### src/rtl/flash_seq_pkg.sv
package flash_seq_pkg;

  // Sequencer positions; names describe how far a sequence has progressed.
  typedef enum logic [3:0] {
    ST_READ,
    ST_UNL1,
    ST_UNL2,
    ST_PGM,
    ST_ERA1,
    ST_ERA2,
    ST_ERA3,
    ST_IDENT
  } seqState_t;

  // Strobes from control to datapath.
  typedef struct packed {
    logic loadPgm;
    logic fireChip;
    logic fireSector;
    logic setIdent;
    logic clrIdent;
  } seqStrobe_t;

  localparam logic [10:0] OFS_FIRST  = 11'h555;
  localparam logic [10:0] OFS_SECOND = 11'h2AA;

  localparam logic [7:0] CODE_UNLA   = 8'hAA;
  localparam logic [7:0] CODE_UNLB   = 8'h55;
  localparam logic [7:0] CODE_PGM    = 8'hA0;
  localparam logic [7:0] CODE_IDENT  = 8'h90;
  localparam logic [7:0] CODE_ERASE  = 8'h80;
  localparam logic [7:0] CODE_CHIP   = 8'h10;
  localparam logic [7:0] CODE_SECTOR = 8'h30;
  localparam logic [7:0] CODE_RESET  = 8'hF0;

endpackage

### src/rtl/flash_seq_ctrl.sv
module flash_seq_ctrl
  import flash_seq_pkg::*;
#(
  parameter int ADDR_W = 19,
  parameter int DATA_W = 8,
  parameter int CMP_W  = 11
) (
  input  logic              clk,
  input  logic              rstN,
  input  logic              writeEnable,
  input  logic              wrValid,
  input  logic [ADDR_W-1:0] addr,
  input  logic [DATA_W-1:0] wrData,
  input  logic              beBusy,
  output seqStrobe_t        strobe
);

  seqState_t state, nxt;

  logic             accept;
  logic [CMP_W-1:0] offs;
  logic             atFirst, atSecond, isUnlA, isUnlB;

  assign accept   = wrValid && writeEnable && !beBusy;
  assign offs     = addr[CMP_W-1:0];
  assign atFirst  = (offs == CMP_W'(OFS_FIRST));
  assign atSecond = (offs == CMP_W'(OFS_SECOND));
  assign isUnlA   = atFirst  && (wrData == DATA_W'(CODE_UNLA));
  assign isUnlB   = atSecond && (wrData == DATA_W'(CODE_UNLB));

  always_comb begin
    nxt    = state;
    strobe = '0;
    if (beBusy) begin
      nxt = ST_READ;
    end else if (accept) begin
      case (state)
        ST_READ: if (isUnlA) nxt = ST_UNL1;
        ST_UNL1: nxt = isUnlB ? ST_UNL2 : ST_READ;
        ST_UNL2: begin
          if (atFirst && wrData == DATA_W'(CODE_PGM))        nxt = ST_PGM;
          else if (atFirst && wrData == DATA_W'(CODE_IDENT)) begin
            nxt             = ST_IDENT;
            strobe.setIdent = 1'b1;
          end
          else if (atFirst && wrData == DATA_W'(CODE_ERASE)) nxt = ST_ERA1;
          else                                               nxt = ST_READ;
        end
        ST_PGM: begin
          strobe.loadPgm = 1'b1;
          nxt            = ST_READ;
        end
        ST_ERA1: nxt = isUnlA ? ST_ERA2 : ST_READ;
        ST_ERA2: nxt = isUnlB ? ST_ERA3 : ST_READ;
        ST_ERA3: begin
          if (atFirst && wrData == DATA_W'(CODE_CHIP))  strobe.fireChip   = 1'b1;
          else if (wrData == DATA_W'(CODE_SECTOR))      strobe.fireSector = 1'b1;
          nxt = ST_READ;
        end
        ST_IDENT: if (wrData == DATA_W'(CODE_RESET)) nxt = ST_READ;
        default:  nxt = ST_READ;
      endcase
    end
    if (state == ST_IDENT && nxt != ST_IDENT) strobe.clrIdent = 1'b1;
  end

  always_ff @(posedge clk) begin
    if (!rstN) state <= ST_READ;
    else       state <= nxt;
  end

endmodule

### src/rtl/flash_seq_dp.sv
module flash_seq_dp
  import flash_seq_pkg::*;
#(
  parameter int                ADDR_W = 19,
  parameter int                DATA_W = 8,
  parameter int                SECT_W = 3,
  parameter logic [DATA_W-1:0] MFR_ID = 8'h01,
  parameter logic [DATA_W-1:0] DEV_ID = 8'hA4
) (
  input  logic              clk,
  input  logic              rstN,
  input  seqStrobe_t        strobe,
  input  logic [ADDR_W-1:0] addr,
  input  logic [DATA_W-1:0] wrData,
  input  logic [DATA_W-1:0] arrayData,
  output logic [DATA_W-1:0] rdData,
  output logic              pgmPulse,
  output logic [ADDR_W-1:0] pgmAddr,
  output logic [DATA_W-1:0] pgmData,
  output logic              chipErasePulse,
  output logic              sectorErasePulse,
  output logic [SECT_W-1:0] sectorNum
);

  logic identQ;

  always_ff @(posedge clk) begin
    if (!rstN) begin
      identQ           <= 1'b0;
      pgmPulse         <= 1'b0;
      chipErasePulse   <= 1'b0;
      sectorErasePulse <= 1'b0;
      pgmAddr          <= '0;
      pgmData          <= '0;
      sectorNum        <= '0;
    end else begin
      pgmPulse         <= strobe.loadPgm;
      chipErasePulse   <= strobe.fireChip;
      sectorErasePulse <= strobe.fireSector;
      if (strobe.setIdent)      identQ <= 1'b1;
      else if (strobe.clrIdent) identQ <= 1'b0;
      if (strobe.loadPgm) begin
        pgmAddr <= addr;
        pgmData <= wrData;
      end
      if (strobe.fireSector) sectorNum <= addr[ADDR_W-1 -: SECT_W];
    end
  end

  always_comb begin
    if (!identQ)                        rdData = arrayData;
    else if (addr == ADDR_W'(0))        rdData = MFR_ID;
    else if (addr == ADDR_W'(1))        rdData = DEV_ID;
    else                                rdData = '0;
  end

endmodule

### src/rtl/flash_cmd_seq.sv
module flash_cmd_seq
  import flash_seq_pkg::*;
#(
  parameter int                ADDR_W = 19,
  parameter int                DATA_W = 8,
  parameter int                CMP_W  = 11,
  parameter int                SECT_W = 3,
  parameter logic [DATA_W-1:0] MFR_ID = 8'h01,
  parameter logic [DATA_W-1:0] DEV_ID = 8'hA4
) (
  input  logic              clk,
  input  logic              rstN,
  input  logic              writeEnable,
  input  logic              wrValid,
  input  logic [ADDR_W-1:0] addr,
  input  logic [DATA_W-1:0] wrData,
  input  logic [DATA_W-1:0] arrayData,
  input  logic              beBusy,
  output logic [DATA_W-1:0] rdData,
  output logic              pgmPulse,
  output logic [ADDR_W-1:0] pgmAddr,
  output logic [DATA_W-1:0] pgmData,
  output logic              chipErasePulse,
  output logic              sectorErasePulse,
  output logic [SECT_W-1:0] sectorNum
);

  seqStrobe_t strobe;

  flash_seq_ctrl #(
    .ADDR_W(ADDR_W), .DATA_W(DATA_W), .CMP_W(CMP_W)
  ) u_ctrl (
    .clk(clk), .rstN(rstN), .writeEnable(writeEnable), .wrValid(wrValid),
    .addr(addr), .wrData(wrData), .beBusy(beBusy), .strobe(strobe)
  );

  flash_seq_dp #(
    .ADDR_W(ADDR_W), .DATA_W(DATA_W), .SECT_W(SECT_W),
    .MFR_ID(MFR_ID), .DEV_ID(DEV_ID)
  ) u_dp (
    .clk(clk), .rstN(rstN), .strobe(strobe), .addr(addr), .wrData(wrData),
    .arrayData(arrayData), .rdData(rdData), .pgmPulse(pgmPulse),
    .pgmAddr(pgmAddr), .pgmData(pgmData), .chipErasePulse(chipErasePulse),
    .sectorErasePulse(sectorErasePulse), .sectorNum(sectorNum)
  );

endmodule

### config.mk
export PLATFORM = sky130hd
export DESIGN_NAME = flash_cmd_seq
export DESIGN_NICKNAME = d
export VERILOG_FILES = /design/src/rtl/flash_seq_pkg.sv /design/src/rtl/flash_seq_ctrl.sv /design/src/rtl/flash_seq_dp.sv /design/src/rtl/flash_cmd_seq.sv
export SDC_FILE = /design/constraint.sdc
export NUM_CORES = 1
export LEC_CHECK = 0
export BUFFER_PORTS_ARGS = -buffer_cell sky130_fd_sc_hd__buf_2
export CAP_MARGIN = 40
export CORE_ASPECT_RATIO = 1.25
export CORE_MARGIN = 2
export CORE_UTILIZATION = 40
export CTS_CLUSTER_DIAMETER = 40
export DETAILED_ROUTE_END_ITERATION = 6
export PLACE_DENSITY_LB_ADDON = 0.1
export SYNTH_ARGS = -nofsm -noshare
export SYNTH_HDL_FRONTEND = slang
export SYNTH_SLANG_ARGS = --single-unit
### constraint.sdc
create_clock -name clk -period 2.2 [get_ports clk]
set_clock_uncertainty 0.1 [all_clocks]
set_input_delay 0.11 -clock clk [delete_from_list [all_inputs] [get_ports clk]]
set_output_delay 0.11 -clock clk [all_outputs]
set_load 0.02 [all_outputs]
* Yosys cells after proc, flatten, opt, wreduce, memory -nomap -nowiden *
Cells that the tools add are included.

cells by class
  $add $sub $neg = 0
  multiply operators = 0
  divide/modulo/power cells = 0
  magnitude comparators = 0
  equality and inequality tests = 19
  shifts and indexed selects = 0
  muxes and demuxes = 27
  bitwise gates (word level) = 3
  reductions and logical operators = 14

operators by type and width
  kind                  number
  $eq 8x8->1 const B    5
  $mux 4                7
  $mux 8                3
  $pmux 4 s6            1
  $eq 19x1->1 const B   1
  $logic_not 19->1      1
  $eq 4x3->1 const B    4
  $mux 3                4
  $eq 11x10->1 const B  1
  $eq 11x11->1 const B  1
  $mux 1                10
  $logic_and 1x1->1     9
  $eq 4x2->1 const B    2
  $eq 8x5->1 const B    1
  $eq 8x6->1 const B    1
  $eq 8x7->1 const B    1
  $eq 4x1->1 const B    1
  $logic_not 4->1       1
  $mux 2                2
  $ne 4x3->1 const B    1
  $reduce_or 4->1       1
  $not 1->1             3
  $reduce_bool 2->1     1
  $logic_not 1->1       1

word-level totals
  bits in registers = 38
  bits in latches = 0
  RAM bits = 0
  ROM bits = 0
  output and inout port bits = 41
  logic and storage cells = 71
  memories kept = 0

* Depth between registers and ports, before layout *
Gate-level depths: netlist (run 1).

  depth after elaboration = 13
  depth in mapped cells = 7
  mapped depth without buffers = 6

* Hierarchy *
Synthesis (run 1) repeated with hierarchy kept, for this count alone.

second synthesis, totals
  cell total of the unflattened synthesis = 184
  area total of the unflattened synthesis = 1846.8 µm²

by module, submodules not included
  module          instances  cells each  area each (µm²)  sequential area each (µm²)
  flash_seq_dp    1          127         1393.8           680.7
  flash_seq_ctrl  1          57          452.9            80.1

* Worst setup path before layout (run 1) *
No wires, ideal clock.

  path kind = input-to-output
  from = in addr[3]
  to = out rdData[2]
  data arrival time = 1.548 ns
  setup slack = 0.442 ns
  stages = 6
  cells stage by stage = or4_4 -> nor2_1 -> nand4b_1 -> nor4_1 -> nand2_1 -> o21ai_1

on the way
  word-level cells in the longest chain between the ends = 4
  elaborated cells between the ends (all ways) = 5

ends and longest elaborated chain
  element             line                 RTL
  start: declaration  flash_cmd_seq.sv:15  input logic [ADDR_W-1:0] addr,
  $eq 19x1->1         flash_seq_dp.sv:53   else if (addr == ADDR_W'(1)) rdData = DEV_ID;
  $mux 8              flash_seq_dp.sv:53
  $mux 8 *            flash_seq_dp.sv:52   else if (addr == ADDR_W'(0)) rdData = MFR_ID;
  $mux 8 *            flash_seq_dp.sv:51   if (!identQ) rdData = arrayData;
  end: declaration    flash_cmd_seq.sv:19  output logic [DATA_W-1:0] rdData,

Every way passes the cells marked *; elsewhere a longest branch is shown, timed or not.

* Final worst setup path (run 1) *
  from = in addr[8]
  to = out rdData[7]

Same word-level chain as after synthesis.

==> impl_metrics.ini, run 1 <==
[run_status]
run_status = finished, final reports clean

[critical_path]
cp_cell_sequence = dlygate4sd3_1 -> buf_2 -> or4_1 -> nor4_4 -> nand2_1 -> o21ai_1 -> buf_2
worstPathMaxFanout = 3
critical_register_to_register_path_startpoint = u_ctrl.state[3]$_SDFF_PN0_
timing.critical_path.mode_cell = sky130_fd_sc_hd__buf_2
critical_path_buf_inv_count = 3
worst-r2r-cell-count = 6
path_class = in -> out
critical_path.startpoint = addr[8]
rr_endpoint = u_dp.pgmAddr[0]$_SDFFE_PN0P_
timing.critical_path.from_type = primary input
ff2ff_setup_slack_ns = 0.42
critPathSlowestCell = sky130_fd_sc_hd__dlygate4sd3_1
timing.critical_path.arrival_ns = 1.84
kind_of_cell_with_the_highest_combined_delay_on_the_critical_path = buffers and inverters
max_stage_delay_ns = 0.54
cp-end-kind = output port
required_time_of_the_critical_path_ns = 1.99

[power_and_ir_drop]
share_comb_of_total_power_pct = 10.9
netSwitchingPower_mw = 0.336
sw_frac_of_total_pct = 25.0
power-per-cell-area_mw_per_mm2 = 559
intPower_mw = 1.01
power.share.clock_pct = 37.7
max-vdd-ir-drop_mv = 0.243
leakage_component_of_the_power_nw = 1.03
power_frac_seq_pct = 51.5
report.power.total_mw = 1.34

[sta]
tns_ns = 0
drv_slew = 0
hold-worst-slack_ns = 0.00651
max_slew.worst_pin.slew_ns = 0.413
period_share_pct = 93.3
clock.fmax_mhz = 487
report.final.setup_viol = 0
timing.final.crit_period_ns = 2.05
rsz0062_at_grt = false
final-hold-violation-count = 0
worst_slew_slack_as_a_fraction_of_its_limit_pct = 72.3

[layout]
n_fill_cell = 392
antenna-diode-count = 0
layout.nets = 351
mostFrequentLayoutCell = sky130_fd_sc_hd__buf_2
drive_gt1_share_pct = 32.1
final_cell_mix = 80 x sky130_fd_sc_hd__buf_2, 63 x sky130_fd_sc_hd__nand2_1, 38 x sky130_fd_sc_hd__dfxtp_1
finish.utilization_pct = 59.1
area_delta_synth_final_pct = 43.1

[clocking]
clock_transition_time_at_the_flip_flop_clock_pins_of_the_worst_setup_and_hold_paths_ns = 0.08
clock_insertion_delay_worst_skew_ns = 0.29
number_of_clock_buffers_inserted_by_tritoncts = 5
cts.htree.levels = 2
cts_post_setup_buffers_inserted = 0
max_buffers_root_to_sink = 2
cts.root.buffer_cell = sky130_fd_sc_hd__clkbuf_8
clock_sink_count = 38
tritoncts_clock_tree = yes

[placement]
hpwlAfterDp_mm = 3.47
port_buffers = 80
final_estimated_routing_congestion_in_global_placement = 0.828

[hold_path]
timing.hold.worst.class = in -> reg
worst_hold_path.endpoint = u_dp.pgmData[7]$_SDFFE_PN0P_
worstHoldPathCells = 3
hold_path_startpoint = wrData[7]

[floorplanning]
top_level_ports = 81
dieHeight_um = 76.4
die-area_mm2 = 0.00474
core_mm2 = 0.00407
initial_utilization_pct = 41.3
rows = 26
die_x_um = 62.0

[synth]
async_flop_share_pct = 0
ys_warn_count = 0
yosys_most_used_dff = sky130_fd_sc_hd__dfxtp_1
post_synth_inst_count = 214
netlist-cell-type-count = 36
seq_area_frac_synth_pct = 45.3
synthesis.area_mm2 = 0.00168
synth_fp_nets = 254
avgSynthCellArea_um2 = 7.85
yosys_register_bits = 38
synth-edff-count = 0

[routing]
antenna_left = 0
remaining_drc_errors = 0
post_drt_wl_per_cell_um = 12.9
postRouteWirelength_mm = 4.74
detailroute.via_count = 1842
firstDrtPassIters = 4
routed_via_density = 5.01
drt_first_iter_violations = 56

[grt]
gr-usage-all-layers_pct = 21.2
first_global_vias = 1707
largest_net_degree_at_the_start_of_global_routing = 29
grt_overflow_total = 0
first_pass_grt_wire_length_mm = 7.70
number_of_antenna_violations_at_the_first_check_in_global_routing = 0

[flow_run]
timing.max_cap.violations = 0
## kinds of logic (layout without fill, tap and decap cells)
family / count (synthesis) / in the layout / share of synthesized area (%)
xor gates and xnor gates: 1 / 1 / 0.522
buffers and inverters: 14 / 112 / 3.43
AOI/OAI and AO/OA: 44 / 44 / 14.7
DFF: 38 / 38 / 45.3
and+or+nand+nor: 117 / 117 / 36.1
## cell type report
type	instances	area, um2	share of cell area [%]
Timing Repair Buffer	99	583	24.3
Clock inverter	2	12.5	0.521
Tap cell	56	70.1	2.92
Sequential cell	38	761	31.7
Multi-Input combinational cell	162	876	36.4
Inverter	5	18.8	0.781
Clock buffer	6	82.6	3.44
## power groups by stage
stage,Combinational [mW],Sequential (mW),Clock [mW]
3_5_place_dp,0.122,0.708,0
4_1_cts,0.144,0.691,0.517
6_report,0.146,0.692,0.506
2_1_floorplan,0.0504,0.707,0
3_3_place_gp,0.121,0.708,0
5_1_grt,0.158,0.692,0.545
## flip-flops by register name, summed over array words and instances, names as in the netlist
signal                 count
u_dp.sectorNum             3
u_dp.sectorErasePulse      1
u_ctrl.state               4
u_dp.pgmData               8
u_dp.pgmAddr              19
u_dp.pgmPulse              1
u_dp.chipErasePulse        1
u_dp.identQ                1
## worst max path at each step
| stage | end | slack (ns) | cells after the start |
|---|---|---|---|
| final | rdData[7] | 0.15 | 7 |
| after global routing | rdData[5] | 0.06 | 7 |
| after CTS | rdData[5] | 0.02 | 7 |
| after detailed placement | rdData[7] | 0.14 | 8 |
| after global placement | rdData[7] | 0.16 | 8 |
| after floorplan | rdData[2] | 0.44 | 6 |
## synth_stat cells (2+ instances only)
| cell type | instances | share of area (%) |
|---|---|---|
| sky130_fd_sc_hd__o21ai_0 | 3 | 0.89 |
| sky130_fd_sc_hd__clkbuf_1 | 5 | 1.1 |
| sky130_fd_sc_hd__nand4_1 | 5 | 1.9 |
| sky130_fd_sc_hd__nand2_1 | 63 | 14 |
| sky130_fd_sc_hd__nand3_1 | 2 | 0.60 |
| sky130_fd_sc_hd__o21ai_1 | 4 | 1.2 |
| sky130_fd_sc_hd__a21oi_1 | 32 | 9.5 |
| sky130_fd_sc_hd__nand2b_1 | 2 | 0.75 |
| sky130_fd_sc_hd__dfxtp_1 | 38 | 45 |
| sky130_fd_sc_hd__inv_1 | 4 | 0.89 |
| sky130_fd_sc_hd__nor3_1 | 5 | 1.5 |
| sky130_fd_sc_hd__nor4_1 | 7 | 2.6 |
| sky130_fd_sc_hd__nor4_2 | 2 | 1.5 |
| sky130_fd_sc_hd__nand3b_1 | 2 | 0.89 |
| sky130_fd_sc_hd__o221a_1 | 2 | 1.3 |
| sky130_fd_sc_hd__nand4b_1 | 4 | 2.1 |
| sky130_fd_sc_hd__buf_2 | 3 | 0.89 |
| sky130_fd_sc_hd__nor2_1 | 10 | 2.2 |
| sky130_fd_sc_hd__nor2b_1 | 4 | 1.5 |
## through the flow
stage	std cells	worst slack [ns]	cell area, um2
floorplan	214	0.442	1680
global placement	344	0.157	2130
detailed placement	344	0.138	2130
CTS	368	0.0169	2390
global route	368	0.0566	2400
finish	368	0.147	2400
## what timing repair did
item / in CTS / in global routing
resized for setup: 0 / 2
setup endpoints to repair: 0 / 4
hold buffers: 16 / 0
hold endpoints to repair: 18 / 0
## worst register-to-register path, cell delays in order, from the launching register on
cell and delay, ns:
sky130_fd_sc_hd__dfxtp_1 0.34, sky130_fd_sc_hd__nand2b_1 0.16, sky130_fd_sc_hd__nor3_1 0.34, sky130_fd_sc_hd__nand3b_1 0.26, sky130_fd_sc_hd__buf_4 0.29, sky130_fd_sc_hd__nand2_1 0.11, sky130_fd_sc_hd__a21oi_1 0.06
## metal layers
layer	vias to the layer above	share of wire, %	global-route usage [%]
met5	-	0	0
met4	0	1.5	6.38
met3	9	5.2	5.09
met2	63	48	34.6
met1	835	45	26.9
li1	935	-	-
(Power assumes the default switching activity.)
==> run 2: changes to the inputs <==
Settings changed: ABC_AREA set to 1.
==> run 2 against run 1 <==
Effect of this change:
- die area rose by 7.8%
- utilization fell by 1.8 points
- register-to-register slack improved by 0.13 ns
- total power fell by 0.95%
- flip-flop and latch count did not move
- worst hold slack barely moved
- first-iteration DRC count rose by 1.8%
- sequential share of layout area fell by 1.4 points
==> impl_metrics.ini, run 2 <==
[run_status]
run_status = finished, final reports clean

[floorplanning]
initial_utilization_pct = 41.4
die_x_um = 64.3
rows = 27
core_mm2 = 0.00439
die-area_mm2 = 0.00511
dieHeight_um = 79.4
top_level_ports = 81

[grt]
grt_overflow_total = 0
first_pass_grt_wire_length_mm = 8.50
number_of_antenna_violations_at_the_first_check_in_global_routing = 0
largest_net_degree_at_the_start_of_global_routing = 41
gr-usage-all-layers_pct = 21.2
first_global_vias = 1934

[layout]
multiInputGateArea_um2 = 896
drive_gt1_share_pct = 28.7
layout.nets = 405
mostFrequentLayoutCell = sky130_fd_sc_hd__buf_2
antenna-diode-count = 0
largest_reg_flops = 19
area_delta_synth_final_pct = 38.4
largest_registers = u_dp.pgmAddr (19), u_dp.pgmData (8), u_ctrl.state (4)
n_fill_cell = 474
top_register = u_dp.pgmAddr
final_cell_mix = 80 x sky130_fd_sc_hd__buf_2, 60 x sky130_fd_sc_hd__nor2_1, 38 x sky130_fd_sc_hd__dfxtp_1
layout.area.seq_um2 = 761

[clocking]
clock_sink_count = 38
tritoncts_clock_tree = yes
max_buffers_root_to_sink = 2
clock_transition_time_at_the_flip_flop_clock_pins_of_the_worst_setup_and_hold_paths_ns = 0.08
cts.root.buffer_cell = sky130_fd_sc_hd__clkbuf_8
cts.htree.levels = 2
number_of_clock_buffers_inserted_by_tritoncts = 5
clock_insertion_delay_worst_skew_ns = 0.29
ctsResizeCount = 0

[routing]
postRouteWirelength_mm = 5.18
detailroute.via_count = 2056
post_drt_wl_per_cell_um = 12.2
routed_via_density = 4.85
remaining_drc_errors = 0
antenna_left = 0
drt_first_iter_violations = 57
firstDrtPassIters = 4

[sta]
worst_slew_slack_as_a_fraction_of_its_limit_pct = 69.4
clock.fmax_mhz = 483
setup_ws_post_layout_ns = 0.131
final-hold-violation-count = 0
timing.final.crit_period_ns = 2.07
hold-worst-slack_ns = 0.00628
rsz0062_at_grt = false
report.final.setup_viol = 0
max_slew.worst_pin.slew_ns = 0.459
period_share_pct = 94.1
drv_slew = 0
tns_ns = 0

[flow_run]
timing.max_cap.violations = 0

[critical_path]
worst-r2r-cell-count = 13
path_class = in -> out
max_stage_delay_ns = 0.54
timing.critical_path.mode_cell = sky130_fd_sc_hd__buf_2
cp-end-kind = output port
cp_cell_sequence = dlygate4sd3_1 -> buf_2 -> inv_1 -> nand2_1 -> nor4_1 -> nand4_1 -> o21ai_0 -> buf_2
cp_num_cells = 8
timing.critical_path.arrival_ns = 1.86
kind_of_cell_with_the_highest_combined_delay_on_the_critical_path = buffers and inverters
worstPathMaxFanout = 3
rr_endpoint = u_dp.identQ$_SDFFE_PN0P_
critical_path_buf_inv_count = 4
critical_register_to_register_path_startpoint = u_ctrl.state[1]$_SDFF_PN0_
timing.critical_path.from_type = primary input
required_time_of_the_critical_path_ns = 1.99
critPathSlowestCell = sky130_fd_sc_hd__dlygate4sd3_1
ff2ff_setup_slack_ns = 0.55

[synth]
seq_area_frac_synth_pct = 41.8
synth_fp_nets = 309
synth-edff-count = 0
ys_warn_count = 0
synthDominantCellAreaShare_pct = 41.8
ys_top_cells_by_count = 60 x sky130_fd_sc_hd__nor2_1, 38 x sky130_fd_sc_hd__dfxtp_1, 34 x sky130_fd_sc_hd__o21ai_0
yosysTopAreaCell = sky130_fd_sc_hd__dfxtp_1
post_synth_inst_count = 269
synthMostInstantiatedCell = sky130_fd_sc_hd__nor2_1
netlist-cell-type-count = 21
synthesis.area_mm2 = 0.00182
yosys_most_used_dff = sky130_fd_sc_hd__dfxtp_1
async_flop_share_pct = 0
avgSynthCellArea_um2 = 6.76
yosys_register_bits = 38
yosys-top-cells-area = sky130_fd_sc_hd__dfxtp_1 42%, sky130_fd_sc_hd__nor2_1 12%, sky130_fd_sc_hd__o21ai_0 9.4%, sky130_fd_sc_hd__inv_1 6.2%, sky130_fd_sc_hd__nand2_1 6.0%

[power_and_ir_drop]
max-vdd-ir-drop_mv = 0.411
report.power.total_mw = 1.33
leakage_component_of_the_power_nw = 1.27
power-per-cell-area_mw_per_mm2 = 529

[hold_path]
timing.hold.worst.class = in -> reg
worstHoldPathCells = 3
hold_path_startpoint = addr[16]
worst_hold_path.endpoint = u_dp.pgmAddr[16]$_SDFFE_PN0P_

[placement]
post-place-ws_ns = 0.592
final_estimated_routing_congestion_in_global_placement = 0.882
hpwlAfterDp_mm = 3.90
port_buffers = 80
run 2: cell count changes after synthesis, sizes merged, moves of 4 or more:
cell    before  now
nand2       63   31
inv          5   34
nor3         5   11
a21oi       32   20
nor4        10    6
nand4b       4    0
nor2b        4    0
o21ai        8   34
nor2        10   65
nand3        2   11
run 2: worst register-to-register path, stage by stage (launching register included):
cell	delay, ns
sky130_fd_sc_hd__dfxtp_1	0.43
sky130_fd_sc_hd__nand2_2	0.11
sky130_fd_sc_hd__nor2_2	0.14
sky130_fd_sc_hd__o21a_1	0.15
sky130_fd_sc_hd__inv_1	0.04
sky130_fd_sc_hd__nand2_1	0.07
sky130_fd_sc_hd__nor2_1	0.04
sky130_fd_sc_hd__nand3_1	0.07
sky130_fd_sc_hd__nand2_1	0.07
sky130_fd_sc_hd__nor2_1	0.09
sky130_fd_sc_hd__nand2_1	0.06
sky130_fd_sc_hd__nand2_1	0.05
sky130_fd_sc_hd__nand2_1	0.05
sky130_fd_sc_hd__a21oi_2	0.11
run 2: kinds of logic after synthesis:
kind of cell           count (synthesis)  share of synthesized area (%)
and+or+nand+nor                      132                           32.7
DFF                                   38                           41.8
buffers and inverters                 43                           9.28
AOI/OAI and AO/OA                     56                           16.2
run 2: area by class of cell:
| type | count | area share, % |
|---|---|---|
| Clock inverter | 2 | 0.546 |
| Tap cell | 58 | 2.88 |
| Multi-Input combinational cell | 188 | 35.6 |
| Sequential cell | 38 | 30.2 |
| Timing Repair Buffer | 98 | 22.9 |
| Clock buffer | 6 | 2.88 |
| Inverter | 34 | 5.07 |
run 2: report_power, final:
group / switching [mW] / internal (mW)
logic: 0.0923 / 0.0692
registers: 0.00225 / 0.689
clock network: 0.255 / 0.224
total: 0.349 / 0.982
run 2: worst max path at each step:
stage	from	slack, ns	to
floorplan	u_ctrl.state[1]$_SDFF_PN0_	0.75	u_dp.identQ$_SDFFE_PN0P_
global placement	u_ctrl.state[0]$_SDFF_PN0_	0.59	u_dp.identQ$_SDFFE_PN0P_
detailed placement	u_ctrl.state[1]$_SDFF_PN0_	0.59	u_dp.identQ$_SDFFE_PN0P_
CTS	addr[17]	0.13	rdData[2]
global route	addr[8]	0.04	rdData[2]
finish	addr[17]	0.13	rdData[2]
run 2: per-layer routing:
| metal | global-route usage (%) | up-vias | share of wire (%) |
|---|---|---|---|
| met3 | 4.94 | 10 | 4.6 |
| met2 | 36.7 | 56 | 51 |
| met4 | 8.94 | 0 | 2.0 |
| li1 | - | 1068 | - |
| met1 | 25.2 | 922 | 43 |
| met5 | 0 | - | 0 |
run 2: metrics by stage:
step / instance area (um2) / std cells / utilization (%)
after CTS: 2520 / 424 / 57.4
final: 2520 / 424 / 57.4
after floorplan: 1820 / 269 / -
after global routing: 2520 / 424 / 57.4
after global placement: 2270 / 400 / 51.7
after detailed placement: 2270 / 400 / 51.7
run 2: timing repair:
item | CTS | global route
setup buffers | 0 | 0
hold buffers | 16 | 0
hold endpoints to repair | 18 | 0
